File: src/rtl/sru_pkg.sv
package sru_pkg;

    typedef enum logic [1:0] {
        SZ_BYTE = 2'd0,
        SZ_WORD = 2'd1,
        SZ_LONG = 2'd2,
        SZ_LONG_ALT = 2'd3
    } sz_e;

    typedef enum logic [2:0] {
        OP_LSL = 3'd0,
        OP_LSR = 3'd1,
        OP_ASL = 3'd2,
        OP_ASR = 3'd3,
        OP_ROL = 3'd4,
        OP_ROR = 3'd5,
        OP_RCL = 3'd6,
        OP_RCR = 3'd7
    } op_e;

    typedef enum logic {
        ST_EMPTY = 1'b0,
        ST_FULL  = 1'b1
    } st_e;

    typedef struct packed {
        logic n;
        logic z;
        logic v;
        logic c;
    } flags_t;

endpackage

File: src/rtl/sru_core.sv
module sru_core #(
    parameter int DW = 32
) (
    input  logic [DW-1:0] operand,
    input  logic [1:0]    size_sel,
    input  logic [2:0]    op_sel,
    input  logic          two_step,
    input  logic          carry_in,
    output logic [DW-1:0] moved,
    output logic          c_out,
    output logic          v_out
);
    import sru_pkg::*;

    localparam int IW = $clog2(DW);
    localparam int STEPS = 2;

    logic [DW-1:0] mask;
    logic [DW-1:0] sign_pos;
    logic [IW-1:0] msb;
    logic [DW-1:0] acc;
    logic          hi;
    logic          lo;
    logic          cy;
    logic          ovf;

    // width window for the selected size
    always_comb begin
        unique case (sz_e'(size_sel))
            SZ_BYTE: begin
                mask = DW'(8'hFF);
                msb  = IW'(7);
            end
            SZ_WORD: begin
                mask = DW'(16'hFFFF);
                msb  = IW'(15);
            end
            default: begin
                mask = '1;
                msb  = IW'(DW - 1);
            end
        endcase
        sign_pos = mask ^ (mask >> 1);
    end

    // one or two single-position steps applied in sequence
    always_comb begin
        acc = operand & mask;
        cy  = carry_in;
        ovf = 1'b0;
        hi  = 1'b0;
        lo  = 1'b0;
        for (int s = 0; s < STEPS; s++) begin
            if (s == 0 || two_step) begin
                hi = acc[msb];
                lo = acc[0];
                unique case (op_e'(op_sel))
                    OP_LSL: begin
                        acc = (acc << 1) & mask;
                        cy  = hi;
                    end
                    OP_ASL: begin
                        if (hi != acc[msb - IW'(1)]) ovf = 1'b1;
                        acc = (acc << 1) & mask;
                        cy  = hi;
                    end
                    OP_LSR: begin
                        acc = acc >> 1;
                        cy  = lo;
                    end
                    OP_ASR: begin
                        acc = (acc >> 1) | (hi ? sign_pos : '0);
                        cy  = lo;
                    end
                    OP_ROL: begin
                        acc = ((acc << 1) & mask) | {{(DW-1){1'b0}}, hi};
                        cy  = hi;
                    end
                    OP_ROR: begin
                        acc = (acc >> 1) | (lo ? sign_pos : '0);
                        cy  = lo;
                    end
                    OP_RCL: begin
                        acc = ((acc << 1) & mask) | {{(DW-1){1'b0}}, cy};
                        cy  = hi;
                    end
                    OP_RCR: begin
                        acc = (acc >> 1) | (cy ? sign_pos : '0);
                        cy  = lo;
                    end
                endcase
            end
        end
        moved = acc;
        c_out = cy;
        v_out = ovf;
    end

endmodule

File: src/rtl/sru_flags.sv
module sru_flags #(
    parameter int DW = 32
) (
    input  logic [DW-1:0] value,
    input  logic [1:0]    size_sel,
    output logic          neg,
    output logic          zero
);
    import sru_pkg::*;

    logic [DW-1:0] window;

    always_comb begin
        unique case (sz_e'(size_sel))
            SZ_BYTE: window = DW'(8'hFF);
            SZ_WORD: window = DW'(16'hFFFF);
            default: window = '1;
        endcase
        neg  = |(value & (window ^ (window >> 1)));
        zero = ~|(value & window);
    end

endmodule

File: src/rtl/shift_rot_unit.sv
module shift_rot_unit #(
    parameter int DW = 32,
    parameter int DIST_BIT = 6
) (
    input  logic          clk,
    input  logic          rst_n,
    input  logic          in_valid,
    output logic          in_ready,
    input  logic [1:0]    size_sel,
    input  logic [2:0]    op_sel,
    input  logic [7:0]    ctrl_byte,
    input  logic [DW-1:0] operand,
    input  logic          carry_in,
    output logic          out_valid,
    input  logic          out_ready,
    output logic [DW-1:0] result,
    output logic          flag_n,
    output logic          flag_z,
    output logic          flag_v,
    output logic          flag_c
);
    import sru_pkg::*;

    st_e           state_q;
    st_e           state_d;
    logic          accept;
    logic [DW-1:0] moved;
    logic          c_new;
    logic          v_new;
    logic          n_new;
    logic          z_new;
    logic [DW-1:0] res_q;
    flags_t        flg_q;

    sru_core #(.DW(DW)) u_core (
        .operand  (operand),
        .size_sel (size_sel),
        .op_sel   (op_sel),
        .two_step (ctrl_byte[DIST_BIT]),
        .carry_in (carry_in),
        .moved    (moved),
        .c_out    (c_new),
        .v_out    (v_new)
    );

    sru_flags #(.DW(DW)) u_flags (
        .value    (moved),
        .size_sel (size_sel),
        .neg      (n_new),
        .zero     (z_new)
    );

    // state register
    always_ff @(posedge clk or negedge rst_n) begin
        if (!rst_n) state_q <= ST_EMPTY;
        else        state_q <= state_d;
    end

    // transitions
    always_comb begin
        state_d = state_q;
        unique case (state_q)
            ST_EMPTY: if (in_valid)                state_d = ST_FULL;
            ST_FULL:  if (out_ready && !in_valid)  state_d = ST_EMPTY;
        endcase
    end

    // outputs of the controller
    always_comb begin
        out_valid = (state_q == ST_FULL);
        in_ready  = (state_q == ST_EMPTY) || out_ready;
        accept    = in_valid && in_ready;
    end

    // result register
    always_ff @(posedge clk or negedge rst_n) begin
        if (!rst_n) begin
            res_q <= '0;
            flg_q <= '0;
        end else if (accept) begin
            res_q <= moved;
            flg_q <= '{n: n_new, z: z_new, v: v_new, c: c_new};
        end
    end

    assign result = res_q;
    assign flag_n = flg_q.n;
    assign flag_z = flg_q.z;
    assign flag_v = flg_q.v;
    assign flag_c = flg_q.c;

endmodule

File: config.mk
export PLATFORM = sky130hd
export DESIGN_NAME = shift_rot_unit
export DESIGN_NICKNAME = d
export VERILOG_FILES = /design/src/rtl/sru_pkg.sv /design/src/rtl/sru_core.sv /design/src/rtl/sru_flags.sv /design/src/rtl/shift_rot_unit.sv
export SDC_FILE = /design/constraint.sdc
export NUM_CORES = 1
export LEC_CHECK = 0
export BUFFER_PORTS_ARGS = -buffer_cell sky130_fd_sc_hd__buf_4
export CAP_MARGIN = 20
export CORE_MARGIN = 2
export CORE_UTILIZATION = 45
export DETAILED_ROUTE_END_ITERATION = 10
export GPL_ROUTABILITY_DRIVEN = 1
export GPL_TIMING_DRIVEN = 0
export PLACE_DENSITY = 0.8
export SYNTH_ARGS = -nofsm -noshare
export SYNTH_HDL_FRONTEND = slang
export SYNTH_SLANG_ARGS = --single-unit
File: constraint.sdc
create_clock -name clk -period 1.4 [get_ports clk]
set_input_delay 0.14 -clock clk [delete_from_list [all_inputs] [get_ports clk]]
set_output_delay 0.14 -clock clk [all_outputs]
set_load 0.005 [all_outputs]
After elaboration in Yosys (flattened, before gate mapping) --
Cells that the tools add are included.
Operators by class: add/sub/neg operators 1, multipliers 0, div/mod/pow operators 0, order comparisons 2, equal/unequal tests 10, shifts and indexed selects 0, multiplexer cells 30, bitwise logic cells 17, reduce and logical (&&, ||, !) cells 12
Operators by type and width (count):
- $pmux 32 s7 | 2
- $mux 32 | 7
- $or 31x32->32 | 6
- $and 32x32->32 | 5
- $or 32x1->32 | 4
- $pmux 32 s2 | 1
- $reduce_or 32->1 | 2
- $xor 32x31->32 | 1
- $bmux 1 s5 | 4
- $eq 3x3->1 const B | 4
- $lt 5x6->1 const B | 2
- $mux 1 | 12
- $pmux 5 s2 | 1
- $reduce_or 4->1 | 2
- $eq 3x2->1 const B | 2
- $pmux 1 s2 | 3
- $sub 5x1->5 const B | 1
- $eq 3x1->1 const B | 1
- $logic_not 3->1 | 1
- $eq 2x1->1 const B | 1
- $logic_and 1x1->1 | 2
- $logic_not 1->1 | 2
- $logic_not 2->1 | 1
- $ne 1x1->1 | 2
- 3 further kinds | 3
Word-level totals: register bits 37, bits in latches 0, RAM bits 0, bits in read-only memories 0, bits of input ports 50, memories kept 0

Longest topological paths before layout --
depth after elaboration 17, gate-level depth with buffers 10, gate-level depth less buffers 6

By module --
A second synthesis with hierarchy kept.
Second synthesis, totals: cells, all modules 254, area total of the unflattened synthesis 3093.0 um^2
Modules (own cells, without submodules):
- shift_rot_unit | times used 1, cells an instance 79, area each 1508.9 um^2, sequential area each 925.9 um^2
- sru_core | times used 1, cells an instance 159, area each 1448.9 um^2, sequential area each 0.0 um^2
- sru_flags | times used 1, cells an instance 16, area each 135.1 um^2, sequential area each 0.0 um^2

Least setup slack after synthesis --
No wires, ideal clock.
kind input to register, from input ctrl_byte[6], to register flg_q (netlist bit flag_z), arrival time 2144 ps, required time 1308 ps, path slack -835 ps, stages on the path 7, buffers on the path 1, cell sequence buf_6 > mux4_2 > or4_1 > a211o_1 > o41ai_2 > o2111ai_1 > o31ai_2
Between the ends: longest elaborated chain between the ends 4
RTL lines:
- from (decl) | line shift_rot_unit.sv:11 | input logic [7:0] ctrl_byte,
- $mux 32 | line sru_core.sv:54 | if (s == 0 || two_step) begin
- $and 32x32->32 | line sru_flags.sv:20 | zero = ~|(value & window);
- $reduce_or 32->1 | line sru_flags.sv:20
- $logic_not 1->1 | line sru_flags.sv:20
- to (signal assigned) | line shift_rot_unit.sv:82 | flg_q <= '{n: n_new, z: z_new, v: v_new, c: c_new};
- to (decl) | line shift_rot_unit.sv:33 | flags_t flg_q;
Every way passes these cells. A chain may end at the register's enable or synchronous reset.

Final worst setup path --
Same ends and word-level chain as after synthesis.

==> summary.txt <==
Status
  – Status: finished with violations
  – Violated checks: setup timing

Drt
  – First-pass iteration count of the detailed router: 4
  – Via density: 6.41
  – Total wire length: 9930 µm
  – Via count of the routed design: 3018
  – Antenna Nets Post-Route: 0
  – Avg WL per Cell: 21.1 µm
  – # DRC: 0
  – Iter 0 DRT Violations: 280

Place
  – HPWL after DPL: 7470 µm
  – GPL Wtd Cong: 0.922
  – Placed cell count: 455
  – Port buffer count: 79
  – Dpl cell area: 3710 µm²

CTS
  – Clock Latency Late Sink: 0.29 ns
  – CTS clk-pin slew, worst paths: 0.08 ns
  – CTS tree: built
  – Clk sink count: 37
  – Clock Root Buffer: clkbuf_8
  – Num CTS Buffers: 5
  – H-tree Lvls: 2
  – Clock buffer depth: 2

STA
  – Fmax: 0.498 GHz
  – Setup violations, final: 5
  – Final slew viol count: 0
  – Rel. slew slack: 0.664
  – RSZ-0062 raised after global routing: true
  – Worst Tran Pin Value: 0.502 ns
  – Final setup margin: -0.609 ns
  – Setup Skew: 0.00441 ns
  – Hold Vio Cnt, Final: 0
  – Final min period: 2.01 ns
  – Period Utilization, post-route: 1.44

Worst setup path
  – Crit Path Max Fanout: 5
  – Worst setup EP type: register
  – Crit path kind: input pin to register
  – Critical path data required time: 1.60 ns
  – Critical path data arrival time: 2.21 ns
  – Critical path launch point type: input pin

Floorplan
  – Die Footprint: 7070 µm²
  – I/O pin total: 88
  – Die width: 84.1 µm
  – Die height: 84.1 µm
  – Row cnt: 29
  – Effective utilization at floorplan: 0.459
  – Core ar.: 6280 µm²

Synth
  – Top_reg_cell synth: dfrtp_1
  – Async SR Flop Fraction: 1.00
  – Post-synthesis sequential area ratio: 0.321
  – Post-Synthesis Cells: 299
  – Number of synthesized flops with an enable pin: 0
  – Synth area leader: dfrtp_1
  – Post-synth top area share: 0.321
  – Mapped Nets: 349
  – Top-count cell post-synth: nand2_1
  – Unique masters post-synth: 55
  – Post-synth top cells: nand2_1 (57), dfrtp_1 (37), mux4_2 (22), o21ai_1 (18), nor2_1 (15)
  – Post-Syn Area per Cell: 9.65 µm²
  – Syn. warnings: 0
  – Cell Area, Synth: 2880 µm²
  – #FFs+latches synth: 37
  – Synth top area cells: dfrtp_1 (32%), mux4_2 (17%), nand2_1 (7.4%), o21ai_1 (3.1%), mux2i_1 (2.8%)

Global routing
  – Number of global-route vias before repair: 2938
  – Grt total ovfl: 0
  – Global-route wire length before repair: 15900 µm
  – Tot GR Track Use: 0.286
  – Largest net degree at the start of global routing: 38
  – Initial antenna violation count: 0

Final layout
  – Share of cells above drive strength 1: 0.447
  – Non-filler instance count after layout: 471
  – Antenna diode count: 0
  – Final Instance Area: 4150 µm²
  – P&R area growth vs syn: 43.7%
  – Final #Nets: 443

Power and ir drop
  – Worst VDD drop: 526 µV
  – Leak: 1.82 nW
  – Cell Pwr Density: 813 nW/µm²

Run
  – Max Cap Viol: 0

Min path
  – Hold WC Path Type: input pin to register
per-layer routing:
| layer | global-route usage | up-vias | part of all wire |
|---|---|---|---|
| met1 | 0.400 | 1464 | 0.42 |
| met4 | 0.0792 | 0 | 0.018 |
| met5 | 0 | - | 0 |
| met2 | 0.466 | 198 | 0.48 |
| met3 | 0.0386 | 16 | 0.077 |
| li1 | - | 1340 | - |
report_power, final:
| part | internal, mW | leakage (nW) | switching [mW] |
|---|---|---|---|
| Sequential | 1.22 | 0.468 | 0.0852 |
| Combinational | 0.695 | 1.31 | 0.637 |
| Clock | 0.345 | 0.0450 | 0.392 |
| Total | 2.26 | 1.82 | 1.11 |
layout make-up:
cell class                 count  area [µm²]
buffer                        24         270
clock buffer                   6        72.6
clock inverter                 2        10.0
fill                         513        2130
inverter                       5        18.8
multi-input combinational    233        2030
sequential                    37         926
tap                           77        96.3
timing repair buffer          87         718
logic make-up after synthesis:
logic type / after synthesis / share of synthesized area
simple gates: 111 / 0.180
compound gates: 81 / 0.199
buf+inv: 29 / 0.0438
mux: 39 / 0.250
xor+xnor: 2 / 0.00607
flops: 37 / 0.321
cell usage in the layout (no fill, tap or decap), types with 5 or more instances in the layout:
cell and n:
a21oi_1 8, mux4_2 22, buf_8 5, buf_6 11
buf_12 5, inv_1 5, and2_1 5, clkbuf_8 9
dfrtp_1 37, nand2_1 55, mux2i_1 8, buf_4 78
nor2b_1 5, nor2_1 11, o21ai_1 15, a22o_1 8
critical path: stages:
cell and delay [ns]:
buf_12 0.10, mux4_2 0.50, or4_1 0.52, a211o_1 0.29, o41ai_4 0.30, o2111ai_2 0.16
o31ai_2 0.20
metrics by stage:
stage	worst slack, ns	util	hold slack (ns)	total power, mW	TNS (ns)
floorplan	-0.747	-	-0.156	1.94	-1.34
global placement	-1.06	0.591	0.118	2.49	-13.72
detailed placement	-1.07	0.591	0.128	2.51	-14.28
CTS	-0.657	0.642	0.0743	3.32	-0.909
global route	-0.699	0.660	0.0957	3.53	-1.31
finish	-0.609	0.660	0.0897	3.37	-0.863
registers in the layout (all words and copies together), names as in the netlist:
signal	cells
flag_c	1
flag_n	1
flag_v	1
flag_z	1
out_valid	1
result	32
path summary, 6_finish.rpt:
check                             start         end  slack [ns]  cells after the start
setup / recovery           ctrl_byte[6]      flag_z       -0.61                      7
hold / removal                 in_valid   out_valid        0.09                      2
setup reg to reg              out_valid      flag_z       -0.30                      6
hold reg to reg              result[12]  result[12]        0.47                      2
max in group asynchronous         rst_n   result[4]        0.67                      2
min in group asynchronous         rst_n  result[25]        0.38                      2
timing repair:
item / CTS / global route
hold buffers: 1 / 0
endpoints found under the setup margin: 35 / 18
pin swaps: 9 / 7
setup buffers: 6 / 1
gates resized for setup: 42 / 27
hold endpoints to repair: 37 / 0
(Power assumes the default switching activity.)
